--- config.mk ---
export PLATFORM = sky130hd
export DESIGN_NAME = serial_cfg_slave
export DESIGN_NICKNAME = d
export VERILOG_FILES = /design/src/rtl/scs_pkg.sv /design/src/rtl/scs_edge_frame.sv /design/src/rtl/scs_regfile.sv /design/src/rtl/scs_sequencer.sv /design/src/rtl/serial_cfg_slave.sv
export SDC_FILE = /design/constraint.sdc
export NUM_CORES = 1
export LEC_CHECK = 0
export ABC_AREA = 1
export BUFFER_PORTS_ARGS = -buffer_cell sky130_fd_sc_hd__buf_2
export CORE_AREA = 4 4 141 143
export DETAILED_ROUTE_END_ITERATION = 6
export DIE_AREA = 0 0 145 147
export SYNTH_ARGS = -nofsm -noshare
export SYNTH_HDL_FRONTEND = slang
export SYNTH_SLANG_ARGS = --single-unit
--- constraint.sdc ---
create_clock -name clk -period 3.1 [get_ports clk]
set_input_delay 0.775 -clock clk [delete_from_list [all_inputs] [get_ports clk]]
set_output_delay 0.775 -clock clk [all_outputs]
set_load 0.005 [all_outputs]
--- src/rtl/scs_pkg.sv ---
// Shared constants and types for the serial control-register slave.
// Assumes a four-packet transaction of fixed 16-bit packets.
package scs_pkg;
    localparam int PKT_W     = 16;
    localparam int ADDR_W    = 12;
    localparam int DEV_W     = 5;
    localparam int OP_W      = 4;
    localparam int N_PKT     = 4;
    localparam int FRAME_LEN = 8;
    localparam logic [FRAME_LEN-1:0] FRAME_PAT = 8'b1111_0000;

    localparam logic [OP_W-1:0] OP_WRITE = 4'b0001;
    localparam logic [OP_W-1:0] OP_READ  = 4'b0000;

    // falling-edge sequence numbers within one transaction
    localparam int XACT_BITS = PKT_W * N_PKT;       // data bits sampled
    localparam int SEQ_LAST  = XACT_BITS + 1;       // release step
    localparam int CNT_W     = $clog2(SEQ_LAST + 1);

    localparam logic [CNT_W-1:0] SEQ_REQ_END  = CNT_W'(PKT_W - 1);
    localparam logic [CNT_W-1:0] SEQ_ADR_END  = CNT_W'(2 * PKT_W - 1);
    localparam logic [CNT_W-1:0] SEQ_P3_END   = CNT_W'(3 * PKT_W - 1);
    localparam logic [CNT_W-1:0] SEQ_TRAIL    = CNT_W'(XACT_BITS);
    localparam logic [CNT_W-1:0] SEQ_RELEASE  = CNT_W'(SEQ_LAST);

    // decoded request fields kept after the request packet
    typedef struct packed {
        logic [OP_W-1:0]  op;
        logic             bcast;
        logic [DEV_W-1:0] dev;
    } req_t;
endpackage

--- src/rtl/scs_edge_frame.sv ---
// Serial-clock edge detector and frame-pattern matcher.
// Assumes sck_i and cmd_i are already synchronous to clk and change
// slowly enough that every level lasts at least two clk cycles.
module scs_edge_frame
    import scs_pkg::*;
(
    input  logic clk,
    input  logic rst_n,
    input  logic sck_i,
    input  logic cmd_i,
    output logic fall_o,
    output logic frame_o
);
    logic                 sck_q;
    logic [FRAME_LEN-1:0] cmd_sr;
    logic [FRAME_LEN-1:0] cmd_nxt;
    logic                 edge_ev;

    // Previous serial-clock level for transition detection.
    always_ff @(posedge clk) begin
        if (!rst_n) sck_q <= sck_i;
        else        sck_q <= sck_i;
    end

    // Transition strobes and the candidate framing history.
    always_comb begin
        fall_o  = sck_q & ~sck_i;
        edge_ev = sck_q ^ sck_i;
        cmd_nxt = {cmd_sr[FRAME_LEN-2:0], cmd_i};
        frame_o = edge_ev && (cmd_nxt == FRAME_PAT);
    end

    // Shift one framing sample in on every serial-clock transition.
    always_ff @(posedge clk) begin
        if (!rst_n)       cmd_sr <= '0;
        else if (edge_ev) cmd_sr <= cmd_nxt;
    end
endmodule

--- src/rtl/scs_regfile.sv ---
// Bank of NREG 16-bit control registers with one write and one read port.
// Addresses at or above NREG read as zero and absorb writes.
module scs_regfile
    import scs_pkg::*;
#(
    parameter int NREG = 4
) (
    input  logic              clk,
    input  logic              rst_n,
    input  logic              wr_en_i,
    input  logic [ADDR_W-1:0] wr_addr_i,
    input  logic [PKT_W-1:0]  wr_data_i,
    input  logic [ADDR_W-1:0] rd_addr_i,
    output logic [PKT_W-1:0]  rd_data_o
);
    logic [NREG*PKT_W-1:0] flat;

    for (genvar i = 0; i < NREG; i++) begin : g_reg
        logic [PKT_W-1:0] q;
        // Register i: cleared at reset, loaded on a matching write.
        always_ff @(posedge clk) begin
            if (!rst_n)                                    q <= '0;
            else if (wr_en_i && wr_addr_i == ADDR_W'(i))   q <= wr_data_i;
        end
        assign flat[i*PKT_W +: PKT_W] = q;
    end

    // Read mux; no match leaves zero for unimplemented addresses.
    always_comb begin
        rd_data_o = '0;
        for (int i = 0; i < NREG; i++) begin
            if (rd_addr_i == ADDR_W'(i)) rd_data_o = flat[i*PKT_W +: PKT_W];
        end
    end
endmodule

--- src/rtl/scs_sequencer.sv ---
// Transaction sequencer: counts falling serial-clock transitions after a
// frame, shifts packets in, decodes the request and schedules the write
// strobe and the read-reply window. Assumes fall_i and frame_i are
// single-cycle strobes from scs_edge_frame.
module scs_sequencer
    import scs_pkg::*;
#(
    parameter logic [DEV_W-1:0] DEV_ID = 5'd3
) (
    input  logic              clk,
    input  logic              rst_n,
    input  logic              fall_i,
    input  logic              frame_i,
    input  logic              sio_i,
    input  logic [PKT_W-1:0]  rd_data_i,
    output logic              busy_o,
    output logic [CNT_W-1:0]  cnt_o,
    output logic [ADDR_W-1:0] addr_o,
    output logic              wr_en_o,
    output logic [PKT_W-1:0]  wr_data_o,
    output logic              win_o,
    output logic              own_o,
    output logic              drv_o
);
    logic [DEV_W-1:0] dev_id_q;
    logic [PKT_W-1:0] sh_q;
    logic [PKT_W-1:0] sh_nxt;
    logic [PKT_W-1:0] rd_q;
    req_t             req_q;
    logic             step;
    logic             dev_hit;
    logic             is_rd;
    logic             reply_go;

    // Own identifier, fixed by parameter at reset.
    always_ff @(posedge clk) begin
        if (!rst_n) dev_id_q <= DEV_ID;
    end

    // Per-fall decisions derived from the count and the decoded request.
    always_comb begin
        step      = fall_i && busy_o && !frame_i;
        sh_nxt    = {sh_q[PKT_W-2:0], sio_i};
        dev_hit   = (req_q.dev == dev_id_q);
        is_rd     = (req_q.op == OP_READ);
        reply_go  = is_rd && (cnt_o >= SEQ_P3_END) && (cnt_o <= SEQ_TRAIL);
        wr_en_o   = step && (cnt_o == SEQ_P3_END) && (req_q.op == OP_WRITE)
                    && (dev_hit || req_q.bcast);
        wr_data_o = sh_nxt;
    end

    // Counter, packet capture and reply-window scheduling.
    always_ff @(posedge clk) begin
        if (!rst_n) begin
            busy_o <= 1'b0;
            cnt_o  <= '0;
            sh_q   <= '0;
            req_q  <= '0;
            addr_o <= '0;
            rd_q   <= '0;
            win_o  <= 1'b0;
            own_o  <= 1'b0;
            drv_o  <= 1'b0;
        end else if (frame_i) begin
            busy_o <= 1'b1;
            cnt_o  <= '0;
            win_o  <= 1'b0;
        end else if (step) begin
            sh_q  <= sh_nxt;
            cnt_o <= cnt_o + 1'b1;
            win_o <= reply_go;
            if (cnt_o == SEQ_REQ_END) begin
                req_q.op    <= sh_nxt[PKT_W-1 -: OP_W];
                req_q.bcast <= sh_nxt[PKT_W-1-OP_W];
                req_q.dev   <= sh_nxt[DEV_W-1:0];
            end
            if (cnt_o == SEQ_ADR_END) addr_o <= sh_nxt[ADDR_W-1:0];
            if (cnt_o == SEQ_P3_END) begin
                rd_q  <= rd_data_i;
                drv_o <= 1'b0;
                own_o <= is_rd && dev_hit && !req_q.bcast;
            end else if (cnt_o < SEQ_TRAIL) begin
                drv_o <= rd_q[PKT_W-1];
                rd_q  <= {rd_q[PKT_W-2:0], 1'b0};
            end else begin
                drv_o <= 1'b0;
            end
            if (cnt_o == SEQ_RELEASE) busy_o <= 1'b0;
        end else if (fall_i) begin
            win_o <= 1'b0;
        end
    end
endmodule

--- src/rtl/serial_cfg_slave.sv ---
// Top of the daisy-chained serial control-register slave. Ties the edge
// and frame detector, the sequencer and the register bank together and
// steers the two chain pins. Assumes external pads honour the enables.
module serial_cfg_slave
    import scs_pkg::*;
#(
    parameter int               NREG   = 4,
    parameter logic [DEV_W-1:0] DEV_ID = 5'd3
) (
    input  logic clk,
    input  logic rst_n,
    input  logic sck_i,
    input  logic cmd_i,
    input  logic sio_up_i,
    output logic sio_up_o,
    output logic sio_up_oe_o,
    input  logic sio_dn_i,
    output logic sio_dn_o,
    output logic sio_dn_oe_o
);
    logic              fall_ev;
    logic              frame_ev;
    logic              busy;
    logic [CNT_W-1:0]  cnt;
    logic [ADDR_W-1:0] addr;
    logic              wr_en;
    logic [PKT_W-1:0]  wr_data;
    logic [PKT_W-1:0]  rd_data;
    logic              win;
    logic              own;
    logic              drv;

    scs_edge_frame u_edge (
        .clk     (clk),
        .rst_n   (rst_n),
        .sck_i   (sck_i),
        .cmd_i   (cmd_i),
        .fall_o  (fall_ev),
        .frame_o (frame_ev)
    );

    scs_sequencer #(.DEV_ID(DEV_ID)) u_seq (
        .clk       (clk),
        .rst_n     (rst_n),
        .fall_i    (fall_ev),
        .frame_i   (frame_ev),
        .sio_i     (sio_up_i),
        .rd_data_i (rd_data),
        .busy_o    (busy),
        .cnt_o     (cnt),
        .addr_o    (addr),
        .wr_en_o   (wr_en),
        .wr_data_o (wr_data),
        .win_o     (win),
        .own_o     (own),
        .drv_o     (drv)
    );

    scs_regfile #(.NREG(NREG)) u_regs (
        .clk       (clk),
        .rst_n     (rst_n),
        .wr_en_i   (wr_en),
        .wr_addr_i (addr),
        .wr_data_i (wr_data),
        .rd_addr_i (addr),
        .rd_data_o (rd_data)
    );

    // Pin steering: repeat downstream, or turn around for the reply.
    always_comb begin
        sio_dn_o    = sio_up_i;
        sio_dn_oe_o = ~win;
        sio_up_oe_o = win;
        sio_up_o    = own ? drv : sio_dn_i;
    end
endmodule

==> run summary <==
• number of global-route vias before repair: 5432
• signal arrival time at the worst endpoint: 2610 ps
• Hold/Removal Path Class: flip-flop to flip-flop
• Pwr Density: 558.4 nW/um2
• Post-Synthesis Cell Area: 6412 um2
• Max Root-Sink Buffers: 2
• number of inserted diodes: 0
• Area Overhead vs Synth: 13.64%
• Hold Vio Cnt, Final: 0
• reported leakage power: 0.002843 uW
• most used flip-flop cell after synthesis: sky130_fd_sc_hd__dfxtp_1
• Avg Synthesized Cell Area: 7.165 um2
• top cell types by occurrence after synthesis: sky130_fd_sc_hd__a21oi_1, sky130_fd_sc_hd__dfxtp_1, sky130_fd_sc_hd__nand2_1, sky130_fd_sc_hd__nand3_1, sky130_fd_sc_hd__nor2_1
• share of post-route cells with drive strength above 1: 0.09620
• total congestion overflow: 0
• Max Cap Violations: 0
• critical-path cell with the highest stage delay: sky130_fd_sc_hd__nand4_1
• first-pass GRT wire length: 28340 um
• number of vias after detailed routing: 5927
• number of warning messages in the yosys log: 0
• mux share of post-synthesis cell area: 0
• synthesized instance count: 895
• worst relative slew slack: 0.5161
• number of DRC markers in iteration 0: 421
• cells along the critical path: ha_1 -> nand2_2 -> nor3_1 -> buf_4 -> nand4_1 -> o21ai_0 -> a21oi_1
• number of buffers added on ports: 9
• clock net sink count: 136
• number of synthesized register bits: 136
• RSZ-0062 raised after global routing: false
• maximum fanout along the worst path: 14
• CP endpoint kind: flip-flop
• largest net degree at the start of global routing: 74
• Critical Path Source Type: flip-flop
• Final setup viols: 0
• largest clock skew in the final design: 11.11 ps
• DIE WIDTH: 145 um
• DIE HEIGHT: 147 um
• quantity of hold-fixing buffers added after cts: 0
• Final nets: 892
• number of enable-type register cells in the synthesized netlist: 0
• clock period minus worst slack: 2325 ps
• ys async rst share: 0
• CTS tree: done
• final cycle utilization of the critical path: 0.7500
• area fraction in and, or, nand and nor cells after synthesis: 0.2857
• vias per cell: 5.254
• top area cells in the synthesized netlist: sky130_fd_sc_hd__dfxtp_1, sky130_fd_sc_hd__a21oi_1, sky130_fd_sc_hd__nand3_1
• Root Driver: sky130_fd_sc_hd__clkbuf_16
• number of antenna-violating nets in the routed design: 0
• transition time at the pin with the least slew margin: 725.0 ps
• post-detailed-placement half-perimeter wirelength: 10750 um
• area fraction in compound gates after synthesis: 0.1774
• core footprint: 18580 um2
• Pins Over Slew Limit: 0
• wire per inst: 15.38 um
• top cell type by total area after synthesis: sky130_fd_sc_hd__dfxtp_1
• dominant cell by count in the synthesized netlist: sky130_fd_sc_hd__a21oi_1
• biggest cell delay along the critical path: 570 ps
• post-cts gate resize count: 0
• fill count: 1932
• synth unique cells: 31
• post-route DRC violation count: 0
• Die Outline Area: 21320 um2
• IO Pins: 10
• clock transition at the register clock pins on the worst setup and hold paths after CTS: 60 ps
• data required time at the worst endpoint: 3390 ps
• category of the critical setup timing path: flip-flop to flip-flop
• global placer's final weighted congestion: 0.8275
• highest clock frequency the design can meet: 0.4301 GHz
• initial core utilization: 0.3451
• Final Worst Setup Slack: 774.9 ps
• H-Tree Depth: 4
• pre-CTS worst setup slack: 462.3 ps
• post-synthesis sequential area ratio: 0.4246
• main combinational cell family by area after synthesis: simple AND/OR/NAND/NOR gates
• setup total negative slack: 0 ps
• postcts setup bufs: 0
• number of antenna violations at the first check in global routing: 0
• worst IR drop on VDD: 0.4004 mV
• share of the synthesized area in the top cell type: 0.4246
• Worst-Skew Late Latency: 420 ps
• arithmetic-cell share of the synthesized area counting full adders, half adders and majority gates: 0.009756
• DRT Pass-1 Iters: 5
• aggregate routed wire length: 17350 um
• synthesized netlist net count: 906
• final hold slack: 459.8 ps
• post-synthesis xor/xnor area fraction: 0.001366
• status: finished clean
• standard-cell rows: 50
• TritonCTS buffer count: 17
• overall routing resource usage: 0.1624
==> metal layers <==
metal / share of wire / GRT usage / vias to the layer above / wire [um]
li1: - / - / 3013 / -
met1: 0.48 / 0.2197 / 2755 / 8324
met2: 0.46 / 0.2594 / 137 / 7946
met3: 0.046 / 0.03671 / 22 / 796
met4: 0.016 / 0.05131 / 0 / 281
met5: 0 / 0 / - / 0
==> worst max-delay path, delay by kind of cell (launching register included) <==
kind	cells	cell delay [ps]
buf+inv	1	210
fa+ha+maj	1	260
compound gates	2	450
flops	1	400
simple gates	3	870
==> logic make-up (layout without fill, tap and decap cells) <==
group / Yosys count / after routing
compound gates: 215 / 215
buf+inv: 135 / 134
fa+ha+maj: 5 / 5
simple gates: 403 / 403
xor+xnor: 1 / 1
flops: 136 / 136
==> registers in the layout, summed over array words and instances, names as in the netlist <==
register and cells:
u_seq.busy_o 1, u_seq.win_o 1, u_seq.sh_q 15, u_seq.own_o 1, u_seq.cnt_o 7, u_regs.g.q 64
u_edge.sck_q 1, u_seq.addr_o 12, u_seq.req_q 10, u_seq.drv_o 1, u_edge.cmd_sr 7, u_seq.rd_q 16
==> report_power, final <==
part / switching (uW) / total (uW) / internal [uW]
clock: 780 / 2210 / 1430
combinational: 62.2 / 94.8 / 32.6
sequential: 6.81 / 1760 / 1760
==> path summary, 6_finish.rpt <==
check                 startpoint              end  slack, ps  cells after the start
setup / recovery  u_seq.cnt_o[0]  u_seq.addr_o[0]        770                      7
hold / removal    u_seq.req_q[5]   u_seq.req_q[5]        460                      2
setup reg to reg  u_seq.cnt_o[0]  u_seq.addr_o[0]        770                      7
hold reg to reg   u_seq.req_q[5]   u_seq.req_q[5]        460                      2
==> placed cells by master (no fill, tap or decap) <==
| cell | netlist | routed |
|---|---|---|
| sky130_fd_sc_hd__inv_2 | 2 | 2 |
| sky130_fd_sc_hd__nor2_1 | 102 | 100 |
| sky130_fd_sc_hd__dfxtp_1 | 136 | 136 |
| sky130_fd_sc_hd__nor2_4 | 2 | 2 |
| sky130_fd_sc_hd__bufinv_16 | 0 | 4 |
| sky130_fd_sc_hd__nor3_1 | 7 | 6 |
| sky130_fd_sc_hd__nand3b_1 | 1 | 1 |
| sky130_fd_sc_hd__buf_4 | 4 | 22 |
| sky130_fd_sc_hd__o2111ai_1 | 14 | 14 |
| sky130_fd_sc_hd__nor2_2 | 2 | 4 |
| sky130_fd_sc_hd__or2_2 | 1 | 1 |
| sky130_fd_sc_hd__nand2_2 | 3 | 3 |
| sky130_fd_sc_hd__o21ai_0 | 55 | 55 |
| sky130_fd_sc_hd__clkbuf_8 | 0 | 4 |
| sky130_fd_sc_hd__nand2_1 | 132 | 132 |
| sky130_fd_sc_hd__buf_2 | 23 | 9 |
| sky130_fd_sc_hd__a31oi_1 | 1 | 1 |
| sky130_fd_sc_hd__clkinvlp_4 | 0 | 3 |
| sky130_fd_sc_hd__nand3_1 | 104 | 104 |
| sky130_fd_sc_hd__a211oi_1 | 2 | 2 |
| sky130_fd_sc_hd__inv_6 | 0 | 1 |
| sky130_fd_sc_hd__ha_1 | 5 | 5 |
| sky130_fd_sc_hd__nand4_1 | 45 | 45 |
| sky130_fd_sc_hd__o31ai_1 | 1 | 1 |
| sky130_fd_sc_hd__nand3_2 | 2 | 2 |
| sky130_fd_sc_hd__clkbuf_16 | 0 | 17 |
| sky130_fd_sc_hd__a21oi_1 | 142 | 142 |
| sky130_fd_sc_hd__clkinv_1 | 2 | 2 |
| sky130_fd_sc_hd__nor3_4 | 1 | 1 |
| sky130_fd_sc_hd__inv_1 | 61 | 61 |
| sky130_fd_sc_hd__xor2_1 | 1 | 1 |
| sky130_fd_sc_hd__nor3_2 | 0 | 1 |
| sky130_fd_sc_hd__nand4_2 | 1 | 1 |
| sky130_fd_sc_hd__buf_12 | 0 | 6 |
| sky130_fd_sc_hd__clkinv_2 | 0 | 3 |
==> cell type report <==
cell class,instances,area (um2),share of cell area
clock buffer,21,480.5,0.06593
clock inverter,11,166.4,0.02284
inverter,65,244.0,0.03348
multi-input combinational,624,3050,0.4186
sequential,136,2723,0.3736
tap,234,292.8,0.04018
timing repair buffer,37,330.3,0.04533
==> per-stage QoR <==
step	utilization	instances	area (um2)	power, uW
floorplan	-	895	6412	1871
global placement	0.3574	1096	6640	1897
detailed placement	0.3574	1096	6640	1898
CTS	0.3922	1128	7287	4103
global route	0.3922	1128	7287	4189
finish	0.3922	1128	7287	4069
No activity file was read; power rests on OpenSTA's default activity.
